`src/rtl/cstp_pkg.sv`:
```
package cstp_pkg;

  typedef enum logic [1:0] {
    ST_IDLE = 2'd0,
    ST_RUN  = 2'd1,
    ST_DONE = 2'd2
  } ctrl_state_t;

  // strobes from the control section to the ring datapath
  typedef struct packed {
    logic clr;   // synchronous master clear
    logic step;  // one circular self-test step
    logic load;  // functional capture
    logic gate;  // force system inputs to zero
  } strobe_t;

endpackage

```
`src/rtl/cstp_cut.sv`:
```
// Stand-in combinational logic wrapped by the ring.
module cstp_cut #(
  parameter int WIDTH = 8
) (
  input  logic [WIDTH-1:0] xIn,
  input  logic [WIDTH-1:0] qIn,
  output logic [WIDTH-1:0] fOut
);
  for (genvar i = 0; i < WIDTH; i++) begin : g_bit
    localparam int NB1 = (i + 1) % WIDTH;
    localparam int NB3 = (i + 3) % WIDTH;
    localparam logic INV = ((i % 3) == 0);
    assign fOut[i] = xIn[i] ^ (qIn[NB1] & ~qIn[NB3]) ^ INV;
  end
endmodule

```
`src/rtl/cstp_ctrl.sv`:
```
module cstp_ctrl
  import cstp_pkg::*;
#(
  parameter int CNT_W = 16
) (
  input  logic             clk,
  input  logic             rstN,
  input  logic             masterClr,
  input  logic             testMode,
  input  logic             start,
  input  logic [CNT_W-1:0] runLen,
  output strobe_t          strb,
  output logic             done,
  output logic             running
);
  ctrl_state_t state;
  logic [CNT_W-1:0] cnt;

  always_ff @(posedge clk or negedge rstN) begin
    if (!rstN) begin
      state <= ST_IDLE;
      cnt   <= '0;
    end else if (!testMode) begin
      state <= ST_IDLE;
    end else begin
      case (state)
        ST_IDLE, ST_DONE: begin
          if (start) begin
            if (runLen == '0) begin
              state <= ST_DONE;
            end else begin
              state <= ST_RUN;
              cnt   <= runLen;
            end
          end
        end
        ST_RUN: begin
          cnt <= cnt - 1'b1;
          if (cnt == CNT_W'(1)) state <= ST_DONE;
        end
        default: state <= ST_IDLE;
      endcase
    end
  end

  assign running   = (state == ST_RUN);
  assign done      = (state == ST_DONE);
  assign strb.clr  = masterClr;
  assign strb.step = testMode && running;
  assign strb.load = !testMode;
  assign strb.gate = testMode;
endmodule

```
`src/rtl/cstp_datapath.sv`:
```
module cstp_datapath
  import cstp_pkg::*;
#(
  parameter int WIDTH = 8
) (
  input  logic             clk,
  input  logic             rstN,
  input  strobe_t          strb,
  input  logic [WIDTH-1:0] sysIn,
  output logic [WIDTH-1:0] qOut
);
  logic [WIDTH-1:0] q;
  logic [WIDTH-1:0] gatedIn;
  logic [WIDTH-1:0] funcD;
  logic [WIDTH-1:0] ringD;

  // AND gating isolates the system inputs during self-test
  assign gatedIn = sysIn & {WIDTH{~strb.gate}};

  cstp_cut #(.WIDTH(WIDTH)) uCut (
    .xIn (gatedIn),
    .qIn (q),
    .fOut(funcD)
  );

  for (genvar i = 0; i < WIDTH; i++) begin : g_cell
    localparam int PREV = (i + WIDTH - 1) % WIDTH;
    assign ringD[i] = funcD[i] ^ q[PREV];
  end

  always_ff @(posedge clk or negedge rstN) begin
    if (!rstN)          q <= '0;
    else if (strb.clr)  q <= '0;
    else if (strb.step) q <= ringD;
    else if (strb.load) q <= funcD;
  end

  assign qOut = q;
endmodule

```
`src/rtl/cstp_ring.sv`:
```
module cstp_ring
  import cstp_pkg::*;
#(
  parameter int WIDTH = 8,
  parameter int CNT_W = 16
) (
  input  logic             clk,
  input  logic             rstN,
  input  logic             masterClr,
  input  logic             testMode,
  input  logic             start,
  input  logic [CNT_W-1:0] runLen,
  input  logic [WIDTH-1:0] sysIn,
  output logic [WIDTH-1:0] sigOut,
  output logic             done
);
  strobe_t strb;
  logic    running;

  cstp_ctrl #(.CNT_W(CNT_W)) uCtrl (
    .clk      (clk),
    .rstN     (rstN),
    .masterClr(masterClr),
    .testMode (testMode),
    .start    (start),
    .runLen   (runLen),
    .strb     (strb),
    .done     (done),
    .running  (running)
  );

  cstp_datapath #(.WIDTH(WIDTH)) uDp (
    .clk  (clk),
    .rstN (rstN),
    .strb (strb),
    .sysIn(sysIn),
    .qOut (sigOut)
  );
endmodule

```
`config.mk`:
```
export PLATFORM = sky130hd
export DESIGN_NAME = cstp_ring
export DESIGN_NICKNAME = d
export VERILOG_FILES = /design/src/rtl/cstp_pkg.sv /design/src/rtl/cstp_cut.sv /design/src/rtl/cstp_ctrl.sv /design/src/rtl/cstp_datapath.sv /design/src/rtl/cstp_ring.sv
export SDC_FILE = /design/constraint.sdc
export NUM_CORES = 1
export LEC_CHECK = 0
export BUFFER_PORTS_ARGS = -buffer_cell sky130_fd_sc_hd__buf_2
export CAP_MARGIN = 40
export CORE_ASPECT_RATIO = 0.8
export CORE_MARGIN = 8
export CORE_UTILIZATION = 25
export CTS_BUF_LIST = sky130_fd_sc_hd__clkbuf_2
export CTS_CLUSTER_SIZE = 8
export DETAILED_ROUTE_END_ITERATION = 10
export GPL_TIMING_DRIVEN = 0
export SYNTH_ARGS = -nofsm -noshare
export SYNTH_HDL_FRONTEND = slang
export SYNTH_SLANG_ARGS = --single-unit
```
`constraint.sdc`:
```
create_clock -name clk -period 1.95 [get_ports clk]
set_clock_uncertainty 0.05 [all_clocks]
set_input_delay 0.195 -clock clk [delete_from_list [all_inputs] [get_ports clk]]
set_output_delay 0.195 -clock clk [all_outputs]
set_load 0.1 [all_outputs]
```
# ---- Word-level counts from Yosys, hierarchy flattened
# Cells that the tools add are included.
dict set report classes {
  n_bitwise 37
  n_eq_ne 8
  n_reduce_logical 7
  n_mux 11
  addsub 1
}
# operator count
set op_table {}
lappend op_table {{16-bit 2-to-1 mux} 2}
lappend op_table {{16-bit case mux with 2 select lines} 1}
lappend op_table {{8-bit 2-to-1 mux} 3}
lappend op_table {{16-bit by 1-bit == test with 1-bit output, second input constant} 1}
lappend op_table {{16-bit logical NOT} 1}
lappend op_table {{16-bit by 1-bit subtractor with 16-bit output, second input constant} 1}
lappend op_table {{1-bit bitwise XOR} 16}
lappend op_table {{1-bit inverter} 12}
lappend op_table {{1-bit AND} 8}
lappend op_table {{8-bit AND} 1}
lappend op_table {{2-bit 2-to-1 mux} 4}
lappend op_table {{3-bit != test, second input constant} 2}
lappend op_table {{2-bit != test, second input constant} 2}
lappend op_table {{2-bit case mux with 2 select lines} 1}
lappend op_table {{4-bit AND reduction} 1}
lappend op_table {{3-bit by 2-bit != test with 1-bit output, second input constant} 1}
lappend op_table {{2-bit by 1-bit == test with 1-bit output, second input constant} 1}
lappend op_table {{2-bit == test, second input constant} 1}
lappend op_table {{2-bit logical NOT} 1}
lappend op_table {{2-bit AND reduction} 1}
lappend op_table {{2-bit nonzero test} 1}
lappend op_table {{2-bit OR reduction} 1}
lappend op_table {{1-bit logical AND} 1}
dict set report word_totals {
  elab_cells 67
  output_inout_bits 9
  input_bits 29
  reg_bits 26
}

# ---- Longest topological paths before layout
# Gate-level depths: netlist of the first run.
dict set report logic_depth {
  word_depth 7
  ltp_mapped 7
  mapped_depth_nobuf 7
}

# ---- Hierarchy
# From an unflattened synthesis of the first run, not the netlist that was laid out.
dict set report unflattened {
  hier_cells 220
  hier_area_um2 1976.9
}
# mod area_each_um2 n_inst cells_each seq_area_each_um2
set modules_own_cells {}
lappend modules_own_cells {cstp_ctrl 1298.7 1 147 450.4}
lappend modules_own_cells {cstp_datapath 538.0 1 57 200.2}
lappend modules_own_cells {cstp_cut 140.1 1 16 0.0}

# ---- Worst setup path before layout of the first run
# No wires, ideal clock.
dict set report synth_timing {
  path_type {reg2reg}
  start {register uCtrl.cnt[8]}
  end {register uCtrl.state[0]}
  slack_ns -0.205
  t_required_ns 1.758
  setup_ns 0.142
  path_buffers 1
  path_stages_with_launch 7
  t_arrival_ns 1.963
  synth_period_minus_slack_ns 2.155
  path_cell_list {dfrtp_1 -> or3_4 -> or4_1 -> buf_2 -> or4_4 -> o21ai_1 -> nand2_1}
}
dict set report synth_between {
  elab_chain_len 3
}
# element line
set synth_rtl {}
lappend synth_rtl {{from (decl)} cstp_ctrl.sv:17} ;# logic [CNT_W-1:0] cnt;
lappend synth_rtl {{from (signal assigned)} cstp_ctrl.sv:33} ;# cnt <= runLen;
lappend synth_rtl {{from (signal assigned)} cstp_ctrl.sv:38} ;# cnt <= cnt - 1'b1;
lappend synth_rtl {{16-bit by 1-bit == test with 1-bit output} cstp_ctrl.sv:39} ;# if (cnt == CNT_W'(1)) state <= ST_DONE;
lappend synth_rtl {{3-bit != test (no source line)} --}
lappend synth_rtl {{2-bit AND reduction (no source line)} --}
lappend synth_rtl {{to (signal assigned)} cstp_ctrl.sv:32} ;# state <= ST_RUN;
lappend synth_rtl {{to (signal assigned)} cstp_ctrl.sv:39}
lappend synth_rtl {{to (signal assigned)} cstp_ctrl.sv:41} ;# default: state <= ST_IDLE;
lappend synth_rtl {{to (decl)} cstp_ctrl.sv:16} ;# ctrl_state_t state;
# No other way between the ends.
# A chain may end at the register's enable or synchronous reset.

# ---- Worst setup path in the final report of the first run
dict set report layout_timing {
  start {register uCtrl.cnt[9]}
  end {register uCtrl.state[0]}
}
# Same word-level chain as after synthesis.

==> results of run 1 <==
==> state kept, by name (all words and copies together) (netlist names) <==
signal / flops
uCtrl.cnt: 16
uDp.qOut: 8
uCtrl.state: 2
==> per-stage QoR <==
step | worst slack [ns] | cell area, µm² | std cells | hold slack (ns) | utilization [%]
after floorplan | -0.133 | 1840 | 225 | -0.151 | -
after global placement | -0.293 | 2130 | 351 | 0.200 | 29.4
after detailed placement | -0.299 | 2130 | 351 | 0.193 | 29.4
after CTS | -0.203 | 2230 | 361 | 0.0361 | 30.7
after global routing | -0.192 | 2300 | 366 | 0.0318 | 31.7
final | -0.148 | 2300 | 366 | 0.0688 | 31.7
==> kinds of logic after synthesis <==
family | Yosys count | share of synthesized area (%)
compound gates | 65 | 21.2
xor+xnor | 8 | 3.82
fa+ha+maj | 2 | 1.36
buf+inv | 16 | 3.34
flops | 26 | 35.5
mux | 13 | 7.17
simple gates | 95 | 27.6
==> cells in the mapped netlist (2+ instances only) <==
library cell  count  share of area [%]
a21boi_0          2               0.82
a21oi_1          10                2.7
a22oi_1           8                3.3
a31oi_1           6                2.0
buf_1             3               0.61
clkbuf_1          9                1.8
dfrtp_1          26                 35
ha_1              2                1.4
inv_1             3               0.61
mux2i_1          12                6.6
nand2_1          31                6.3
nand2b_1          8                2.7
nand3b_1          2               0.82
nor2_1           12                2.5
nor2b_1          17                5.8
nor3_1            3               0.82
nor4_1            6                2.0
o21ai_0          25                6.8
o22ai_1           8                2.7
or2_2             3                1.0
or3_1             3                1.0
or4_1             2               0.82
xnor2_1           8                3.8
==> what timing repair did <==
item	CTS	global route
hold buffers	1	0
buffers inserted	5	7
endpoints found under the hold margin	26	0
endpoints found under the setup margin	10	18
gates resized for setup	8	14
==> layer usage <==
layer	global-route usage, %	share of wire [%]	wire length [µm]	vias up
li1	-	-	-	915
met1	14.4	47	2660	922
met2	18.2	47	2650	37
met3	2.34	4.8	269	4
met4	2.38	0.52	29	0
met5	0	0	0	-
==> worst min-delay path: stages <==
cell and delay [ns]:
buf_2 0.09, o211ai_1 0.09, o21ai_0 0.09
==> power by group <==
part | total (mW) | switching, mW | internal [mW] | leakage [nW]
clock | 0.215 | 0.171 | 0.0445 | 0.0140
sequential | 0.833 | 0.161 | 0.672 | 0.314
combinational | 0.862 | 0.491 | 0.370 | 0.648
==> layout make-up <==
type / count / area [µm²]
Timing Repair Buffer: 49 / 280
Tap cell: 90 / 113
Multi-Input combinational cell: 183 / 1180
Clock buffer: 3 / 15.0
Sequential cell: 26 / 651
Buffer: 11 / 46.3
Inverter: 3 / 11.3
Clock inverter: 1 / 3.75
Fill cell: 750 / 4960
==> worst paths after layout <==
kind	start	endpoint	depth (start not counted)
setup / recovery	uCtrl.cnt[9]	uCtrl.state[0]	5
hold / removal	runLen[1]	uCtrl.cnt[1]	3
setup reg to reg	uCtrl.cnt[9]	uCtrl.state[0]	5
hold reg to reg	uCtrl.cnt[12]	uCtrl.cnt[12]	2
max in group asynchronous	rstN	uCtrl.cnt[11]	2
min in group asynchronous	rstN	uCtrl.state[0]	2
==> impl_metrics.py, run 1 <==
metrics = {
    "outcome": {
        "outcome": "complete, but fails checks",
        "violations": "setup timing",
    },
    "sta": {
        "max_freq_mhz": 477,
        "setup_violations": 4,
        "max-slew-margin-rel_pct": 59.9,
        "setup_tns_ns": -0.434,
        "slew_viol_final": 0,
        "worst_pin_slew_ns": 0.601,
        "fin_ws_ns": -0.148,
        "hold_viol": 0,
        "rsz0062_at_grt": "true",
        "fin_crit_ns": 2.10,
        "fin_crit_sh_pct": 108,
    },
    "worst_setup_path": {
        "path_cells": "or3_4, or4_4, or4_4, o21ai_2, nand2_1",
        "cpPeakStageDelay_ns": 0.48,
        "cp_slowest_cell": "or4_4",
        "worst-path-buf-inv": 0,
        "worstSetupPathType": "flip-flop to flip-flop",
        "rrSetupSlack_ns": -0.15,
        "crit_top_cell": "or4_4",
        "arrival_ns": 2.33,
        "required_ns": 2.18,
        "cp-start-kind": "flip-flop",
        "cp_top_family": "simple AND/OR/NAND/NOR gates",
        "endpoint_kind": "flip-flop",
        "cp_max_fo": 6,
    },
    "yosys": {
        "ys_ff_latch": 26,
        "synth_cells": 225,
        "seq_area_frac_synth_pct": 35.5,
        "synth_warnings": 0,
        "synthFlopType": "dfrtp_1",
        "syn-cell-area_um2": 1830,
        "synth_edf_count": 0,
        "syn-num-nets": 256,
        "synthArstFlopShare_pct": 100,
        "syn_avg_cell_area_um2": 8.15,
        "synth_cell_types": 39,
    },
    "clock_network": {
        "clock_path_buffers": 2,
        "clkTransAtPathRegs_ns": 0.26,
        "cts_tree": "yes",
        "cts.sinks": 26,
        "cts-root-buf": "clkbuf_2",
        "htree_levels": 1,
        "cts-buffers-inserted": 3,
        "clk_latency_ns": 0.36,
    },
    "final_layout": {
        "mostFrequentLayoutCells": "buf_2, nand2_1, dfrtp_1",
        "final_layout_size_suffix_gt1_share_pct": 26.4,
        "nNetsFinal": 308,
        "final_common_cell": "buf_2",
        "area.growth.synth_to_final_pct": 25.3,
        "diodes": 0,
    },
    "flow_run": {
        "drv_cap": 0,
    },
    "floorplan": {
        "chipHeight_um": 92.6,
        "die-area_um2": 10300,
        "io_pins": 38,
        "core_area_um2": 7250,
        "die_w_um": 112,
        "rows": 28,
        "initial_core_util_pct": 25.3,
    },
    "route": {
        "drt_iter0_drc": 180,
        "drc": 0,
        "route.antenna.remaining_nets": 0,
        "vias": 1878,
        "drt-wirelength-per-cell_um": 15.3,
        "postRouteWirelength_um": 5610,
        "viasPerCell": 5.13,
        "firstDrtPassIters": 4,
    },
    "global_routing": {
        "grt_pass1_wl_um": 9320,
        "grt_pass1_vias": 1839,
        "track_usage_pct": 11.0,
        "grt_max_degree": 27,
        "gr-total-overflow": 0,
        "antenna_found_initial": 0,
    },
    "power": {
        "vdd_ir_drop_max_mv": 0.219,
        "totalPowerFinal_mw": 1.91,
        "leakage_nw": 0.976,
        "powerDensity_nw_per_um2": 832,
    },
    "min_path": {
        "min_path_type": "input pin to flip-flop",
    },
    "placement": {
        "place_congestion": 0.851,
        "numPortBuffers": 36,
        "dp_hpwl_um": 4150,
    },
}
No activity file was read; power rests on OpenSTA's default activity.
==> run 2, diff against run 1 <==
- PLACE_DENSITY_LB_ADDON: not set -> 0.05
==> run 2 against run 1 <==
Compared with the run above: the flow still finishes with violations (setup timing); total power is 1.2% higher; wire length grew 8.9%; via count shrank 3.4%; critical path depth unchanged; cell count is the same.
==> impl_metrics.py, run 2 (same netlist as run 1, synthesis figures left out) <==
metrics = {
    "final_layout": {
        "instances_no_fill": 366,
        "fillers": 787,
        "area.growth.synth_to_final_pct": 27.3,
        "final_common_cell": "buf_2",
        "nNetsFinal": 308,
        "design_area_um2": 2330,
        "diodes": 0,
        "mostFrequentLayoutCells": "buf_2, nand2_1, dfrtp_1",
        "top_register": "uCtrl.cnt",
        "final_layout_size_suffix_gt1_share_pct": 29.0,
        "largest_reg_flops": 16,
    },
    "sta": {
        "rsz0062_at_grt": "true",
        "fin_ws_ns": -0.140,
        "max_freq_mhz": 479,
        "fin_crit_ns": 2.09,
        "worst_pin_slew_ns": 0.640,
        "hold_viol": 0,
        "setup_violations": 7,
        "slew_viol_final": 0,
        "max-slew-margin-rel_pct": 57.3,
        "fin_crit_sh_pct": 107,
        "holdWs_ns": 0.0445,
    },
    "route": {
        "drc": 0,
        "vias": 1815,
        "postRouteWirelength_um": 6110,
        "viasPerCell": 4.96,
        "drt_iter0_drc": 59,
        "firstDrtPassIters": 4,
        "drt-wirelength-per-cell_um": 16.7,
        "route.antenna.remaining_nets": 0,
    },
    "floorplan": {
        "die-area_um2": 10300,
        "initial_core_util_pct": 25.3,
        "rows": 28,
        "core_area_um2": 7250,
        "io_pins": 38,
        "chipHeight_um": 92.6,
        "die_w_um": 112,
    },
    "worst_setup_path": {
        "cp_num_cells": 5,
        "rrSetupSlack_ns": -0.14,
        "required_ns": 2.17,
        "ff2ff_path_depth": 5,
        "r2r-start": "uCtrl.cnt[0]",
        "cp_slowest_cell": "or4_4",
        "arrival_ns": 2.31,
        "cp-start-kind": "flip-flop",
        "cpPeakStageDelay_ns": 0.59,
        "worst-path-buf-inv": 0,
        "worstSetupPathType": "flip-flop to flip-flop",
        "cp_max_fo": 4,
        "endpoint_kind": "flip-flop",
        "r2r-end": "uCtrl.cnt[15]",
        "cp_top_family": "simple AND/OR/NAND/NOR gates",
        "path_cells": "or4_4, or2_2, nor4_2, mux2i_1, o22ai_1",
    },
    "flow_run": {
        "drv_cap": 0,
    },
    "min_path": {
        "hold_start": "runLen[1]",
        "min_to": "uCtrl.cnt[1]",
        "min_path_cells": 3,
        "min_path_type": "input pin to flip-flop",
    },
    "clock_network": {
        "cts-buffers-inserted": 3,
        "clk_latency_ns": 0.37,
        "clock_path_buffers": 2,
        "cts-root-buf": "clkbuf_2",
        "htree_levels": 1,
        "clkTransAtPathRegs_ns": 0.27,
        "cts.sinks": 26,
        "cts_tree": "yes",
    },
    "power": {
        "seqPwrFrac_pct": 43.1,
        "combPwrFrac_pct": 45.5,
        "p_switching_mw": 0.849,
        "p_int_mw": 1.08,
        "sw_frac_of_total_pct": 43.9,
        "p_clk_share_pct": 11.4,
        "vdd_ir_drop_max_mv": 0.328,
        "powerDensity_nw_per_um2": 828,
        "leakage_nw": 0.991,
    },
    "outcome": {
        "violations": "setup timing",
        "outcome": "complete, but fails checks",
    },
    "global_routing": {
        "grt_pass1_wl_um": 9950,
        "gr-total-overflow": 0,
        "grt_max_degree": 27,
        "antenna_found_initial": 0,
        "grt_pass1_vias": 1779,
        "track_usage_pct": 12.0,
    },
    "placement": {
        "postPlaceCellArea_um2": 2130,
        "place_ws_ns": -0.418,
        "dp_hpwl_um": 4510,
        "numPortBuffers": 36,
        "place_congestion": 0.727,
        "dp_cells": 351,
    },
}
-- run 2: power by group through the flow --
| stage | clock, mW | combinational (mW) | sequential [mW] |
|---|---|---|---|
| floorplan | 0 | 0.412 | 0.931 |
| global placement | 0 | 0.720 | 0.854 |
| detailed placement | 0 | 0.716 | 0.849 |
| CTS | 0.228 | 0.819 | 0.832 |
| global route | 0.255 | 0.976 | 0.857 |
| finish | 0.221 | 0.879 | 0.833 |
-- run 2: per-stage QoR --
| stage | utilization [%] | TNS [ns] | total power [mW] |
|---|---|---|---|
| 2_1_floorplan | - | -0.356 | 1.34 |
| 3_3_place_gp | 29.4 | -4.82 | 1.57 |
| 3_5_place_dp | 29.4 | -4.42 | 1.56 |
| 4_1_cts | 31.3 | -0.972 | 1.88 |
| 5_1_grt | 32.2 | -1.02 | 2.09 |
| 6_report | 32.2 | -0.574 | 1.93 |
-- run 2: how the worst max path moves through the flow --
stage                             from              to  slack [ns]
after floorplan           uCtrl.cnt[9]  uCtrl.state[0]       -0.13
after global placement       runLen[9]    uCtrl.cnt[9]       -0.47
after detailed placement     runLen[9]    uCtrl.cnt[9]       -0.42
after CTS                 uCtrl.cnt[9]  uCtrl.state[0]       -0.22
after global routing      uCtrl.cnt[9]  uCtrl.state[0]       -0.19
final                     uCtrl.cnt[0]   uCtrl.cnt[15]       -0.14
-- run 2: layer usage --
| metal | global-route usage [%] | routed length, µm | share of wire, % |
|---|---|---|---|
| met5 | 0 | 0 | 0 |
| met4 | 1.82 | 32 | 0.52 |
| met3 | 2.08 | 175 | 2.9 |
| met2 | 18.9 | 2780 | 46 |
| met1 | 16.9 | 3120 | 51 |
-- run 2: area by class of cell --
class | instances | area [µm²] | area share (%)
Clock buffer | 3 | 15.0 | 0.643
Sequential cell | 26 | 651 | 27.9
Multi-Input combinational cell | 183 | 1210 | 51.7
Timing Repair Buffer | 49 | 284 | 12.2
Tap cell | 90 | 113 | 4.83
Inverter | 3 | 11.3 | 0.483
Clock inverter | 1 | 3.75 | 0.161
Buffer | 11 | 48.8 | 2.09
-- run 2: worst reg2reg max path, stage by stage (launching register included) --
cell,delay [ns]
dfrtp_1,0.48
or4_4,0.59
or2_2,0.35
nor4_2,0.22
mux2i_1,0.23
o22ai_1,0.09
-- run 2: timing repair --
item                                    4_1_cts  5_1_grt
buffers inserted                              8        4
endpoints found under the setup margin       14       17
pin swaps                                     1        2
hold endpoints to repair                     26        0
resized for setup                            18       15
cloned                                        0        0
hold buffers                                  1        0
==> run 3, diff against run 2 <==
- ABC_CLOCK_PERIOD_IN_PS: not set -> 1950
- CORE_UTILIZATION: 25 -> 41
==> run 3 against run 2 <==
Compared with the run above: the run still ends with setup timing left; via count decreased by 2.0%; setup slack got worse by 0.10 ns; critical path depth decreased by 1; final area decreased by 2.9%; first-iteration DRC count increased by 150%; sequential power about the same; clock power decreased by 4%; non-clock buffer count decreased by 2; wire length decreased by 12%; register-to-register slack got worse by 0.10 ns; total power decreased by 3.0%; highest routed layer unchanged; cell count decreased by 9.6%.
==> impl_metrics.py, run 3 (same netlist as run 1, synthesis figures left out) <==
metrics = {
    "sta": {
        "rsz0062_at_grt": "true",
        "setup_violations": 5,
        "fin_crit_sh_pct": 112,
        "slew_viol_final": 0,
        "max-slew-margin-rel_pct": 59.4,
        "fin_ws_ns": -0.243,
        "hold_viol": 0,
        "max_freq_mhz": 456,
        "worst_pin_slew_ns": 0.609,
        "fin_crit_ns": 2.19,
    },
    "floorplan": {
        "die_w_um": 90.8,
        "core_area_um2": 4230,
        "rows": 21,
        "io_pins": 38,
        "die-area_um2": 6880,
        "chipHeight_um": 75.8,
        "initial_core_util_pct": 43.3,
    },
    "final_layout": {
        "mostFrequentLayoutCells": "buf_2, nand2_1, dfrtp_1",
        "diodes": 0,
        "largest_reg_flops": 16,
        "final_layout_size_suffix_gt1_share_pct": 27.7,
        "nNetsFinal": 306,
        "design_area_um2": 2270,
        "top_register": "uCtrl.cnt",
        "area.growth.synth_to_final_pct": 23.6,
        "final_common_cell": "buf_2",
        "instances_no_fill": 331,
    },
    "route": {
        "drt_iter0_drc": 145,
        "postRouteWirelength_um": 5370,
        "firstDrtPassIters": 4,
        "vias": 1779,
        "drt-wirelength-per-cell_um": 16.2,
        "viasPerCell": 5.37,
        "route.antenna.remaining_nets": 0,
        "drc": 0,
    },
    "min_path": {
        "hold_start": "runLen[1]",
        "min_path_type": "input pin to flip-flop",
        "min_path_cells": 3,
        "min_to": "uCtrl.cnt[1]",
    },
    "worst_setup_path": {
        "required_ns": 2.19,
        "r2r-end": "uCtrl.state[1]",
        "cp_slowest_cell": "or4_4",
        "cp_top_family": "simple AND/OR/NAND/NOR gates",
        "worst-path-buf-inv": 0,
        "cp-start-kind": "flip-flop",
        "path_cells": "or3_4, or4_4, or4_4, o31ai_4",
        "cp_max_fo": 5,
        "worstSetupPathType": "flip-flop to flip-flop",
        "rrSetupSlack_ns": -0.24,
        "arrival_ns": 2.44,
        "cpPeakStageDelay_ns": 0.54,
        "endpoint_kind": "flip-flop",
        "crit_top_cell": "or4_4",
        "ff2ff_path_depth": 4,
        "r2r-start": "uCtrl.cnt[9]",
    },
    "global_routing": {
        "grt_pass1_vias": 1786,
        "grt_pass1_wl_um": 8660,
        "gr-total-overflow": 0,
        "track_usage_pct": 15.8,
        "use_met2_pct": 24.5,
        "met1_usage_pct": 22.1,
        "grt.busiest_layer": "met2",
        "grt_max_degree": 27,
        "antenna_found_initial": 0,
        "grt_use_met3_pct": 3.44,
    },
    "clock_network": {
        "cts-buffers-inserted": 3,
        "cts_tree": "yes",
        "clk_latency_ns": 0.36,
        "clkTransAtPathRegs_ns": 0.26,
        "htree_levels": 1,
        "cts-root-buf": "clkbuf_2",
        "cts.sinks": 26,
        "clock_path_buffers": 2,
    },
    "outcome": {
        "violations": "setup timing",
        "outcome": "complete, but fails checks",
    },
    "power": {
        "powerDensity_nw_per_um2": 828,
        "leakage_nw": 0.969,
        "totalPowerFinal_mw": 1.88,
        "vdd_ir_drop_max_mv": 0.507,
    },
    "placement": {
        "dp_cells": 318,
        "dp_hpwl_um": 3890,
        "place_congestion": 0.757,
        "postPlaceCellArea_um2": 2090,
        "numPortBuffers": 36,
    },
    "flow_run": {
        "drv_cap": 0,
    },
}
run 3: tightest hold or removal path: cells and delay by family:
kind                   cells  cell delay (ns)
AO/OA/AOI/OAI              2             0.17
buffers and inverters      1             0.09
run 3: cell type report:
cell class,instances,area [µm²]
plain buffers,11,46.3
clock buffers,3,15.0
clock inverters,1,3.75
fillers,426,1960
inverters,3,11.3
multi-input cells,183,1190
flip-flops and latches,26,651
well taps,57,71.3
repair buffers,47,273
run 3: per-stage QoR:
step	setup TNS (ns)	worst slack, ns	utilization [%]	hold slack [ns]
6_report	-0.881	-0.243	53.6	0.0615
5_1_grt	-1.08	-0.274	53.6	0.0427
4_1_cts	-0.874	-0.229	51.8	0.0385
3_5_place_dp	-2.41	-0.285	49.4	0.197
3_3_place_gp	-2.53	-0.296	49.4	0.193
2_1_floorplan	-0.356	-0.133	-	-0.151
run 3: timing repair:
item                                    in CTS  in global routing
pin swaps                                    0                  3
hold buffers                                 1                  0
buffers inserted                             6                  4
hold endpoints to repair                    26                  0
endpoints found under the setup margin       9                 18
resized for setup                           10                 19
run 3: per-layer routing:
metal	wire length, µm	share of wire (%)	vias up
li1	-	-	906
met2	2310	43	38
met5	0	0	-
met1	2780	52	833
met3	263	4.9	2
met4	15	0.28	0
run 3: how the worst max path moves through the flow:
stage	startpoint	slack (ns)	to	depth (start not counted)
after floorplan	uCtrl.cnt[9]	-0.13	uCtrl.state[0]	6
after global placement	runLen[9]	-0.30	uCtrl.cnt[8]	7
after detailed placement	runLen[9]	-0.29	uCtrl.cnt[8]	7
after CTS	uCtrl.cnt[9]	-0.23	uCtrl.state[0]	6
after global routing	uCtrl.cnt[9]	-0.27	uCtrl.state[1]	4
final	uCtrl.cnt[9]	-0.24	uCtrl.state[1]	4
run 3: power by group:
| part | internal [mW] | switching (mW) |
|---|---|---|
| sequential | 0.672 | 0.163 |
| clock | 0.0445 | 0.168 |
| combinational | 0.344 | 0.485 |
